**src/rtl/spi_seq_pkg.sv**
```systemverilog
package spi_seq_pkg;
  localparam int ADDR_W    = 24;
  localparam int BUF_DEPTH = 5;
  localparam int NEED_W    = 4;

  typedef enum logic [2:0] {ST_IDLE, ST_PROG, ST_READ, ST_COLLECT, ST_RESP} seq_state_e;
  typedef enum logic [1:0] {CL_PROG, CL_READ, CL_ERASE, CL_WRSR} cmd_class_e;
  typedef enum logic [1:0] {ER_SMALL = 2'd0, ER_MED = 2'd1, ER_SECT = 2'd2, ER_ALL = 2'd3} erase_kind_e;
  typedef enum logic [2:0] {AC_NONE, AC_COLLECT, AC_STATUS, AC_ID, AC_WEN, AC_WDIS, AC_CHIP} op_action_e;

  typedef struct packed {
    op_action_e        act;
    cmd_class_e        cls;
    erase_kind_e       ekind;
    logic [NEED_W-1:0] need;
  } op_dec_t;

  localparam logic [7:0] OP_WRSR  = 8'h01;
  localparam logic [7:0] OP_PP    = 8'h02;
  localparam logic [7:0] OP_READ  = 8'h03;
  localparam logic [7:0] OP_WRDI  = 8'h04;
  localparam logic [7:0] OP_RDSR  = 8'h05;
  localparam logic [7:0] OP_WREN  = 8'h06;
  localparam logic [7:0] OP_FREAD = 8'h0B;
  localparam logic [7:0] OP_ER_S  = 8'h20;
  localparam logic [7:0] OP_QPP   = 8'h32;
  localparam logic [7:0] OP_DOR   = 8'h3B;
  localparam logic [7:0] OP_ER_M  = 8'h52;
  localparam logic [7:0] OP_QOR   = 8'h6B;
  localparam logic [7:0] OP_ID    = 8'h9F;
  localparam logic [7:0] OP_DPP   = 8'hA2;
  localparam logic [7:0] OP_DIOR  = 8'hBB;
  localparam logic [7:0] OP_CHIP  = 8'hC7;
  localparam logic [7:0] OP_ER_B  = 8'hD8;
  localparam logic [7:0] OP_QIOR  = 8'hEB;
endpackage

```
**src/rtl/seq_op_decode.sv**
```systemverilog
module seq_op_decode
  import spi_seq_pkg::*;
#(
  parameter logic [7:0] MFR_ID = 8'h20
) (
  input  logic [7:0] op_i,
  input  logic       wel_i,
  output op_dec_t    dec_o
);
  localparam bit SHORT_IO = (MFR_ID == 8'hEF) || (MFR_ID == 8'h01);
  localparam logic [NEED_W-1:0] DIO_NEED = SHORT_IO ? NEED_W'(4) : NEED_W'(5);
  localparam logic [NEED_W-1:0] QIO_NEED = SHORT_IO ? NEED_W'(6) : NEED_W'(8);

  always_comb begin
    dec_o.act   = AC_NONE;
    dec_o.cls   = CL_READ;
    dec_o.ekind = ER_SMALL;
    dec_o.need  = NEED_W'(3);
    unique case (op_i)
      OP_READ: dec_o.act = AC_COLLECT;
      OP_PP, OP_DPP, OP_QPP: begin
        dec_o.act = AC_COLLECT;
        dec_o.cls = CL_PROG;
      end
      OP_ER_S, OP_ER_M, OP_ER_B: begin
        dec_o.act = AC_COLLECT;
        dec_o.cls = CL_ERASE;
        dec_o.ekind = (op_i == OP_ER_S) ? ER_SMALL : (op_i == OP_ER_M) ? ER_MED : ER_SECT;
      end
      OP_FREAD, OP_DOR, OP_QOR: begin
        dec_o.act  = AC_COLLECT;
        dec_o.need = NEED_W'(4);
      end
      OP_DIOR: begin
        dec_o.act  = AC_COLLECT;
        dec_o.need = DIO_NEED;
      end
      OP_QIOR: begin
        dec_o.act  = AC_COLLECT;
        dec_o.need = QIO_NEED;
      end
      OP_WRSR: begin
        dec_o.act  = wel_i ? AC_COLLECT : AC_NONE;
        dec_o.cls  = CL_WRSR;
        dec_o.need = NEED_W'(1);
      end
      OP_WREN: dec_o.act = AC_WEN;
      OP_WRDI: dec_o.act = AC_WDIS;
      OP_RDSR: dec_o.act = AC_STATUS;
      OP_ID:   dec_o.act = AC_ID;
      OP_CHIP: dec_o.act = AC_CHIP;
      default: dec_o.act = AC_NONE;
    endcase
  end
endmodule

```
**src/rtl/seq_resp_buf.sv**
```systemverilog
module seq_resp_buf
  import spi_seq_pkg::*;
#(
  parameter int DEPTH = BUF_DEPTH,
  localparam int CNT_W = $clog2(DEPTH + 1)
) (
  input  logic                  clk_i,
  input  logic                  rst_ni,
  input  logic                  load_i,
  input  logic [DEPTH-1:0][7:0] load_data_i,
  input  logic [CNT_W-1:0]      load_len_i,
  input  logic                  pop_i,
  input  logic                  clear_i,
  output logic [7:0]            byte_o,
  output logic                  last_o
);
  logic [DEPTH-1:0][7:0] mem_q;
  logic [CNT_W-1:0]      pos_q, len_q;
  logic [CNT_W-1:0]      pos_inc;

  assign pos_inc = pos_q + CNT_W'(1);
  assign byte_o  = (pos_q < CNT_W'(DEPTH)) ? mem_q[pos_q] : 8'h00;
  assign last_o  = (pos_inc == len_q);

  for (genvar g = 0; g < DEPTH; g++) begin : g_ent
    always_ff @(posedge clk_i or negedge rst_ni) begin
      if (!rst_ni)     mem_q[g] <= 8'h00;
      else if (load_i) mem_q[g] <= load_data_i[g];
    end
  end

  always_ff @(posedge clk_i or negedge rst_ni) begin
    if (!rst_ni) begin
      pos_q <= '0;
      len_q <= '0;
    end else if (load_i) begin
      pos_q <= '0;
      len_q <= load_len_i;
    end else if (pop_i) begin
      pos_q <= last_o ? '0 : pos_inc;
    end else if (clear_i) begin
      pos_q <= '0;
    end
  end
endmodule

```
**src/rtl/seq_addr_ctr.sv**
```systemverilog
module seq_addr_ctr
  import spi_seq_pkg::*;
#(
  parameter int MEM_BYTES = 65536
) (
  input  logic              clk_i,
  input  logic              rst_ni,
  input  logic              load_i,
  input  logic [ADDR_W-1:0] load_val_i,
  input  logic              inc_i,
  input  logic              wrap_i,
  output logic [ADDR_W-1:0] addr_o
);
  localparam logic [ADDR_W:0] LIMIT = (ADDR_W+1)'(MEM_BYTES);

  logic [ADDR_W-1:0] addr_q;
  logic [ADDR_W:0]   nxt;

  assign nxt    = {1'b0, addr_q} + (ADDR_W+1)'(1);
  assign addr_o = addr_q;

  always_ff @(posedge clk_i or negedge rst_ni) begin
    if (!rst_ni)     addr_q <= '0;
    else if (load_i) addr_q <= load_val_i;
    else if (inc_i)  addr_q <= (wrap_i && nxt >= LIMIT) ? '0 : nxt[ADDR_W-1:0];
  end
endmodule

```
**src/rtl/spi_flash_cmd_seq.sv**
```systemverilog
module spi_flash_cmd_seq
  import spi_seq_pkg::*;
#(
  parameter int          MEM_BYTES = 65536,
  parameter logic [23:0] ID_CODE   = 24'h20BA18,
  parameter logic [15:0] EXT_ID    = 16'h0000
) (
  input  logic              clk_i,
  input  logic              rst_ni,
  input  logic              cs_ni,
  input  logic              rx_valid_i,
  input  logic [7:0]        rx_byte_i,
  output logic              tx_valid_o,
  output logic [7:0]        tx_byte_o,
  output logic [ADDR_W-1:0] mem_addr_o,
  input  logic [7:0]        mem_data_i,
  output logic              prog_req_o,
  output logic [ADDR_W-1:0] prog_addr_o,
  output logic [7:0]        prog_data_o,
  output logic              erase_req_o,
  output logic [1:0]        erase_kind_o,
  output logic [ADDR_W-1:0] erase_addr_o
);
  localparam int CNT_W = $clog2(BUF_DEPTH + 1);
  localparam logic [CNT_W-1:0] ID_LEN = (EXT_ID != 16'h0000) ? CNT_W'(5) : CNT_W'(3);

  seq_state_e        state_q, state_d, state_eff;
  logic              cs_q, select, accept;
  logic [NEED_W-1:0] cnt_q, cnt_d, cnt_eff, cnt_inc, need_q, need_d;
  cmd_class_e        cls_q, cls_d;
  erase_kind_e       ekind_q, ekind_d;
  logic [ADDR_W-1:0] sh_q, sh_d, sh_nxt;
  logic              wel_q, wel_d;

  logic              txv_d, pr_d, er_d;
  logic [7:0]        tx_d, pd_d;
  logic [ADDR_W-1:0] pa_d, ea_d;
  logic [1:0]        ek_d;

  op_dec_t                   dec;
  logic                      buf_load, buf_pop, buf_last;
  logic [BUF_DEPTH-1:0][7:0] buf_data;
  logic [CNT_W-1:0]          buf_len;
  logic [7:0]                buf_byte;
  logic                      ctr_load, ctr_inc, ctr_wrap;
  logic [ADDR_W-1:0]         cur_addr;

  assign select    = cs_q & ~cs_ni;
  assign accept    = rx_valid_i & ~cs_ni;
  assign state_eff = select ? ST_IDLE : state_q;
  assign cnt_eff   = select ? '0 : cnt_q;
  assign cnt_inc   = cnt_eff + NEED_W'(1);
  assign sh_nxt    = (cnt_eff < NEED_W'(3)) ? {sh_q[ADDR_W-9:0], rx_byte_i} : sh_q;
  assign mem_addr_o = cur_addr;

  seq_op_decode #(.MFR_ID(ID_CODE[23:16])) u_dec (
    .op_i  (rx_byte_i),
    .wel_i (wel_q),
    .dec_o (dec)
  );

  seq_resp_buf #(.DEPTH(BUF_DEPTH)) u_buf (
    .clk_i       (clk_i),
    .rst_ni      (rst_ni),
    .load_i      (buf_load),
    .load_data_i (buf_data),
    .load_len_i  (buf_len),
    .pop_i       (buf_pop),
    .clear_i     (select),
    .byte_o      (buf_byte),
    .last_o      (buf_last)
  );

  seq_addr_ctr #(.MEM_BYTES(MEM_BYTES)) u_ctr (
    .clk_i      (clk_i),
    .rst_ni     (rst_ni),
    .load_i     (ctr_load),
    .load_val_i (sh_nxt),
    .inc_i      (ctr_inc),
    .wrap_i     (ctr_wrap),
    .addr_o     (cur_addr)
  );

  always_comb begin
    state_d  = state_eff;
    cnt_d    = cnt_eff;
    need_d   = need_q;
    cls_d    = cls_q;
    ekind_d  = ekind_q;
    sh_d     = sh_q;
    wel_d    = wel_q;
    txv_d    = accept;
    tx_d     = tx_byte_o;
    pr_d     = 1'b0;
    pa_d     = prog_addr_o;
    pd_d     = prog_data_o;
    er_d     = 1'b0;
    ek_d     = erase_kind_o;
    ea_d     = erase_addr_o;
    buf_load = 1'b0;
    buf_pop  = 1'b0;
    buf_data = '0;
    buf_len  = '0;
    ctr_load = 1'b0;
    ctr_inc  = 1'b0;
    ctr_wrap = 1'b0;
    if (accept) begin
      tx_d = 8'h00;
      unique case (state_eff)
        ST_IDLE: begin
          unique case (dec.act)
            AC_COLLECT: begin
              state_d = ST_COLLECT;
              cnt_d   = '0;
              need_d  = dec.need;
              cls_d   = dec.cls;
              ekind_d = dec.ekind;
            end
            AC_STATUS: begin
              buf_load    = 1'b1;
              buf_data[0] = {6'b0, wel_q, 1'b0};
              buf_len     = CNT_W'(1);
              state_d     = ST_RESP;
            end
            AC_ID: begin
              buf_load    = 1'b1;
              buf_data[0] = ID_CODE[23:16];
              buf_data[1] = ID_CODE[15:8];
              buf_data[2] = ID_CODE[7:0];
              buf_data[3] = EXT_ID[15:8];
              buf_data[4] = EXT_ID[7:0];
              buf_len     = ID_LEN;
              state_d     = ST_RESP;
            end
            AC_WEN:  wel_d = 1'b1;
            AC_WDIS: wel_d = 1'b0;
            AC_CHIP: begin
              if (wel_q) begin
                er_d = 1'b1;
                ek_d = ER_ALL;
                ea_d = '0;
              end
            end
            default: ;
          endcase
        end
        ST_COLLECT: begin
          sh_d  = sh_nxt;
          cnt_d = cnt_inc;
          if (cnt_inc == need_q) begin
            state_d  = ST_IDLE;
            ctr_load = 1'b1;
            unique case (cls_q)
              CL_PROG: state_d = ST_PROG;
              CL_READ: state_d = ST_READ;
              CL_ERASE: begin
                if (wel_q) begin
                  er_d = 1'b1;
                  ek_d = ekind_q;
                  ea_d = sh_nxt;
                end
              end
              default: wel_d = 1'b0;
            endcase
          end
        end
        ST_READ: begin
          tx_d     = mem_data_i;
          ctr_inc  = 1'b1;
          ctr_wrap = 1'b1;
        end
        ST_PROG: begin
          pr_d    = 1'b1;
          pa_d    = cur_addr;
          pd_d    = rx_byte_i;
          ctr_inc = 1'b1;
        end
        ST_RESP: begin
          tx_d    = buf_byte;
          buf_pop = 1'b1;
          if (buf_last) state_d = ST_IDLE;
        end
        default: state_d = ST_IDLE;
      endcase
    end
  end

  always_ff @(posedge clk_i or negedge rst_ni) begin
    if (!rst_ni) begin
      state_q      <= ST_IDLE;
      cs_q         <= 1'b1;
      cnt_q        <= '0;
      need_q       <= '0;
      cls_q        <= CL_READ;
      ekind_q      <= ER_SMALL;
      sh_q         <= '0;
      wel_q        <= 1'b0;
      tx_valid_o   <= 1'b0;
      tx_byte_o    <= 8'h00;
      prog_req_o   <= 1'b0;
      prog_addr_o  <= '0;
      prog_data_o  <= 8'h00;
      erase_req_o  <= 1'b0;
      erase_kind_o <= 2'd0;
      erase_addr_o <= '0;
    end else begin
      state_q      <= state_d;
      cs_q         <= cs_ni;
      cnt_q        <= cnt_d;
      need_q       <= need_d;
      cls_q        <= cls_d;
      ekind_q      <= ekind_d;
      sh_q         <= sh_d;
      wel_q        <= wel_d;
      tx_valid_o   <= txv_d;
      tx_byte_o    <= tx_d;
      prog_req_o   <= pr_d;
      prog_addr_o  <= pa_d;
      prog_data_o  <= pd_d;
      erase_req_o  <= er_d;
      erase_kind_o <= ek_d;
      erase_addr_o <= ea_d;
    end
  end
endmodule

```
**config.mk**
```make
export PLATFORM = sky130hd
export DESIGN_NAME = spi_flash_cmd_seq
export DESIGN_NICKNAME = d
export VERILOG_FILES = /design/src/rtl/spi_seq_pkg.sv /design/src/rtl/seq_op_decode.sv /design/src/rtl/seq_resp_buf.sv /design/src/rtl/seq_addr_ctr.sv /design/src/rtl/spi_flash_cmd_seq.sv
export SDC_FILE = /design/constraint.sdc
export NUM_CORES = 1
export LEC_CHECK = 0
export ABC_AREA = 0
export BUFFER_PORTS_ARGS = -buffer_cell sky130_fd_sc_hd__buf_4
export CAP_MARGIN = 0
export CORE_MARGIN = 2
export CORE_UTILIZATION = 40
export CTS_BUF_LIST = sky130_fd_sc_hd__clkbuf_2 sky130_fd_sc_hd__clkbuf_4 sky130_fd_sc_hd__clkbuf_8
export DETAILED_ROUTE_END_ITERATION = 12
export PLACE_DENSITY_LB_ADDON = 0.08
export SLEW_MARGIN = 25
export SYNTH_ARGS = -nofsm -noshare
export SYNTH_HDL_FRONTEND = slang
export SYNTH_HIERARCHICAL = 1
export SYNTH_SLANG_ARGS = --single-unit
```
**constraint.sdc**
```tcl
create_clock -name clk_i -period 3.2 [get_ports clk_i]
set_input_delay 0.96 -clock clk_i [delete_from_list [all_inputs] [get_ports clk_i]]
set_output_delay 0.96 -clock clk_i [all_outputs]
set_load 0.05 [all_outputs]
```
# Word level (Yosys, flattened, before mapping)
# Cells that the tools add are included.
[totals]
regBits = 180
inputBits = 20
elab_cells = 164
[classes]
addsub = 3
magnitude_cmp = 4
n_eq_ne = 39
muxes = 73
bitwise_logic = 3
n_reduce_logical = 18
[op_table]
columns = ["op", "n"]
rows = [
  ["two-way mux 24 bit", 9],
  ["equality test 8 bit, second input constant", 6],
  ["one-hot mux 24 bit (2 select lines)", 1],
  ["two-way mux 21 bit", 2],
  ["adder 24 x 1 -> 25 bit, second input constant", 1],
  [">= comparator 25 x 17 -> 1 bit, second input constant", 1],
  ["binary-select mux 8 bit (select 3 bit)", 1],
  ["equality test 8 x 3 -> 1 bit, second input constant", 3],
  ["equality test 8 x 6 -> 1 bit, second input constant", 3],
  ["two-way mux 3 bit", 8],
  ["two-way mux 1 bit", 22],
  ["one-hot mux 3 bit (7 select lines)", 1],
  ["two-way mux 2 bit", 10],
  ["equality test 8 x 2 -> 1 bit, second input constant", 2],
  ["equality test 8 x 7 -> 1 bit, second input constant", 2],
  ["two-way mux 8 bit", 2],
  ["one-hot mux 4 bit (4 select lines)", 1],
  ["one-hot mux 8 bit (2 select lines)", 1],
  ["two-way mux 13 bit", 1],
  ["equality test 3 x 2 -> 1 bit, second input constant", 4],
  ["equality test 3 bit, second input constant", 4],
  ["two-way mux 4 bit", 3],
  ["inequality test 2 bit, second input constant", 6],
  ["one-hot mux 2 bit (2 select lines)", 3],
  ["33 further kinds", 43],
]

# Depth between registers and ports, before layout
[logic_depth]
ltp_word = 10
ltp_mapped = 14
depth_no_buf = 11

# Hierarchy
# The synthesis kept the hierarchy.
[by_module_without_submodules]
columns = ["mod", "n_inst", "cells_per_inst", "area_per_inst_um2", "seq_area_each_um2"]
rows = [
  ["spi_flash_cmd_seq", 1, 491, 5039.8, 2755.1],
  ["seq_resp_buf", 1, 145, 2157.1, 1151.1],
  ["seq_addr_ctr", 1, 213, 1735.4, 600.6],
  ["seq_op_decode", 1, 58, 394.1, 0.0],
]

# Worst setup path before layout
# No wires, ideal clock.
[synth_timing]
kind = "in2reg"
from = "in rx_byte_i[5]"
to = "reg u_buf.len_q[0]"
t_arrival_ns = 3.328
t_required_ns = 3.075
setup_slack_ns = -0.253
stages = 9
path_buffers = 3
cell_sequence = "buf_6 > nand2b_4 > or4_1 > nand2_1 > or4b_2 > inv_1 > buf_2 > buf_2 > mux2_2"
[synth_rtl]
columns = ["item", "line_no", "text"]
rows = [
  ["from (decl)", "spi_flash_cmd_seq.sv:12", "input logic [7:0] rx_byte_i,"],
  ["to (signal assigned)", "seq_resp_buf.sv:38", "len_q <= load_len_i;"],
  ["to (decl)", "seq_resp_buf.sv:18", "logic [CNT_W-1:0] pos_q, len_q;"],
]

# Final worst setup path
[layout_timing]
from = "reg u_ctr.addr_q[4] (netlist: u_ctr/addr_o[4])"
to = "reg u_ctr.addr_q[18] (netlist: u_ctr/addr_o[18])"
[layout_between]
elab_chain_len = 6
[layout_lines]
columns = ["item", "line_no", "text"]
rows = [
  ["from (decl)", "seq_addr_ctr.sv:16", "logic [ADDR_W-1:0] addr_q;"],
  ["from (signal assigned)", "seq_addr_ctr.sv:24", "else if (load_i) addr_q <= load_val_i;"],
  ["from (signal assigned)", "seq_addr_ctr.sv:25", "else if (inc_i) addr_q <= (wrap_i && nxt >= LIMIT) ? '0 : nxt[ADDR_W-1:0];"],
  ["adder 24 x 1 -> 25 bit *", "seq_addr_ctr.sv:19", "assign nxt = {1'b0, addr_q} + (ADDR_W+1)'(1);"],
  [">= comparator 25 x 17 -> 1 bit", "seq_addr_ctr.sv:25", ""],
  ["logical AND 1 bit", "seq_addr_ctr.sv:25", ""],
  ["two-way mux 24 bit * (2 in a row)", "seq_addr_ctr.sv:25", ""],
  ["two-way mux 24 bit *", "seq_addr_ctr.sv:24", ""],
]
# Mark *: on every way between the ends. The rest lies on a longest branch, timed or not. The select of a mux whose other input is x is not followed.
# A chain may end at the register's enable or synchronous reset.

==> results.md <==
* Setup tns final at 0 ns
* DR vias at 7,135
* Clock Path Buffers at 2
* Global route overflow at 0
* Antenna violations before repair at 0
* Worst Hold Class: in -> async
* # diodes at 0
* Die ar. at 24,550 um2
* Pre-antenna DRT Iters at 6
* Worst Path Buf+Inv at 1
* Crit-path max cell delay at 0.51 ns
* Gr usage total at 20.15%
* Dpl cells at 1,376
* Number of synthesized register bits at 180
* H-Tree Depth at 4
* Cell Rows at 55
* Cts repair resizes at 0
* Met3 routed WL at 742 um
* Synth cell count leaders: dfrtp_1, nand2_1, mux2_2
* Drt via density at 5.067
* CP top delay family: simple AND/OR/NAND/NOR gates
* Crit start category: flop
* Max cap viols at 0
* RSZ-0062 raised after global routing: no
* Syn Std Cell Area at 9326 um2
* R2R depth at 8
* Crit-path max FO at 9
* Crit-path cells: nand4_2 -> or3_4 -> nor3_1 -> xor2_1 -> a2111oi_4 -> buf_4 -> nor3_4 -> o31ai_1
* Crit path max-delay cell type: dfrtp_1
* CP Data Required Time at 3.57 ns
* Syn Inst Count at 907
* Dpl hpwl at 17,210 um
* Post-Synth XOR/XNOR Area at 2.039%
* Ys async rst share at 100.0%
* Largest family of logic cells by synthesized area: simple AND/OR/NAND/NOR gates
* DRT Wirelength at 23,770 um
* CTS tree: yes
* CP Capture Type: flop
* Reg2reg start: u_ctr/addr_o[4]
* Clock Pin Slew Worst Setup and Hold Paths at 0.11 ns
* I/O pin count at 113
* Number of synthesized flops with an enable pin at 0
* Most common cell in the netlist: dfrtp_1
* First-pass GRT wire length at 38,650 um
* Data arrival time of the worst path at 3.16 ns
* Leakage at 5.586 nW
* P per Cell Area at 437.2 nW/um2
* Synth unique cells at 77
* Worst-skew pair later-pin latency at 0.47 ns
* CTS Hold Bufs at 0
* Synth Warn # at 6
* Simple-gate share of the synthesized area at 17.92%
* Synth Area in Compound Gates at 10.32%
* Leading post-synthesis cells by cell area: dfrtp_1, mux2_2, nand2_1, mux2i_1, o21ai_0
* Die W at 156.7 um
* Root buffer cell: clkbuf_8
* Pin count of the biggest net entering global routing at 58
* Mean Syn Cell Area at 10.28 um2
* Final non-filler cell total at 1,408
* Peak Freq at 359.0 MHz
* Met2 WL at 11,570 um
* Min cycle time layout at 2.785 ns
* Final Hold Viols at 0
* Final worst path period share at 87.05%
* Run status: finished, final reports clean
* Top FF cell, synth: dfrtp_1
* Slew HR at 50.02%
* Synth top area share at 47.76%
* DR top layer: met4
* Setup-failing EPs final at 0
* Post-synthesis sequential area ratio at 48.32%
* TritonCTS Buffers at 17
* Fraction of layout cells with a size suffix above 1 at 29.86%
* Nets at 1,104
* Routed len/inst at 16.88 um
* Iter 0 DRT Violations at 465
* Die Y at 156.7 um
* Critical path class: reg -> reg
* Hold WS at 0.4564 ns
* Synthesis-to-finish area growth at 22.66%
* Initial Utilization at 40.94%
* Post-Route M1 WL at 11,190 um
* Fin Clk Skew at 0.01292 ns
* Remaining antenna violation count after routing at 0
* R2R Path End: u_ctr/addr_o[18]
* Sink Count at 180
* Drt drc at 0
* Leading area contributor after synthesis: dfrtp_1
* Post-synthesis mux area share at 16.10%
* Synth Area in Adders at 0.2683%
* Maximum VDD drop at 0.0002566 V
* Vias in the first global route at 7,058
* Port Buffer Count at 112
* Postcts setup bufs at 0
* Final Slew Violations at 0
* Worst slew pin tran at 0.7496 ns
* Final Wtd Congestion at 0.8109
* FF-to-FF setup slack at 0.41 ns
* CORE AREA at 22,780 um2
worst max-delay path by stage:
stage,from,endpoint,slack [ns],depth (start not counted)
floorplan,cs_ni,u_ctr/addr_o[22],0.04,13
global placement,rx_byte_i[5],u_buf/mem_q[30],0.02,8
detailed placement,rx_byte_i[5],u_buf/mem_q[3],0.005,8
CTS,u_ctr/addr_o[4],u_ctr/addr_o[18],0.43,8
global route,u_ctr/addr_o[4],u_ctr/addr_o[13],0.28,8
finish,u_ctr/addr_o[4],u_ctr/addr_o[18],0.41,8
report_power, final:
group	switching [mW]	internal [mW]	total [mW]
combinational	0.484	0.267	0.752
sequential	0.0962	2.39	2.49
clock	0.948	0.813	1.76
cell usage in the layout (no fill, tap or decap), types with 6 or more instances in the layout:
cell,n
buf_4,167
dfrtp_1,178
or3_1,7
inv_1,48
nand2_1,154
mux4_1,8
nor2b_1,10
xnor2_1,6
nand2b_1,12
mux2_2,68
nor3_1,13
mux2i_1,27
o31ai_1,10
conb_1,32
o21ai_1,9
nor2_1,58
buf_12,8
a21oi_1,20
o22ai_1,8
nand3_1,18
o21ai_0,53
clkbuf_8,17
a222oi_1,8
and3_1,9
xor2_1,10
nor3b_1,6
a31oi_1,6
mux2_4,17
o211ai_1,12
nand4_1,7
state kept, by name, indices dropped and copies added, names as in the netlist:
| name | cells |
|---|---|
| cnt_q | 4 |
| state_q | 3 |
| u_buf/len_q | 3 |
| ekind_q | 2 |
| erase_addr_o | 24 |
| erase_kind_o | 2 |
| cls_q | 2 |
| sh_q | 24 |
| prog_data_o | 8 |
| tx_valid_o | 1 |
| erase_req_o | 1 |
| tx_byte_o | 8 |
| cs_q | 1 |
| prog_addr_o | 24 |
| prog_req_o | 1 |
| need_q | 4 |
| u_buf/mem_q | 40 |
| u_ctr/addr_o | 24 |
| u_buf/pos_q | 3 |
| wel_q | 1 |
routing by layer:
| layer | global-route usage (%) | vias up |
|---|---|---|
| met3 | 3.545 | 17 |
| met2 | 33.79 | 139 |
| met5 | 0 | - |
| li1 | - | 3486 |
| met4 | 4.500 | 0 |
| met1 | 27.32 | 3493 |
worst register-to-register path, delay by kind of cell, from the launching register on:
family          cells  cell delay (ns)
compound gates      2             0.57
buf+inv             1             0.23
flops               1             0.51
simple gates        4             1.20
xor+xnor            1             0.17
per-stage QoR:
step	cell area [um2]	setup WS (ns)	power [mW]	utilization (%)
after floorplan	9480	0.04008	2.992	-
final	11440	0.4145	5.001	50.22
after CTS	11440	0.4291	5.067	50.22
after detailed placement	11000	0.005241	3.293	48.28
after global routing	11440	0.2768	5.224	50.22
after global placement	11000	0.01849	3.288	48.28
cells by family (layout without fill, tap and decap cells):
| group | after synthesis | count (layout) |
|---|---|---|
| simple gates | 337 | 337 |
| flops | 180 | 180 |
| compound gates | 147 | 147 |
| mux | 120 | 120 |
| buf+inv | 102 | 259 |
| xor+xnor | 18 | 18 |
| fa+ha+maj | 2 | 2 |
| other cells | 1 | 32 |
layout make-up:
type,count,area (um2)
Clock buffer,17,234.0
Clock inverter,15,209.0
Fill cell,2136,11340
Inverter,51,193.9
Multi-Input combinational cell,656,4479
Sequential cell,180,4507
Tap cell,313,391.6
Timing Repair Buffer,176,1425
Note: power is estimated with default switching activity, not from simulation.
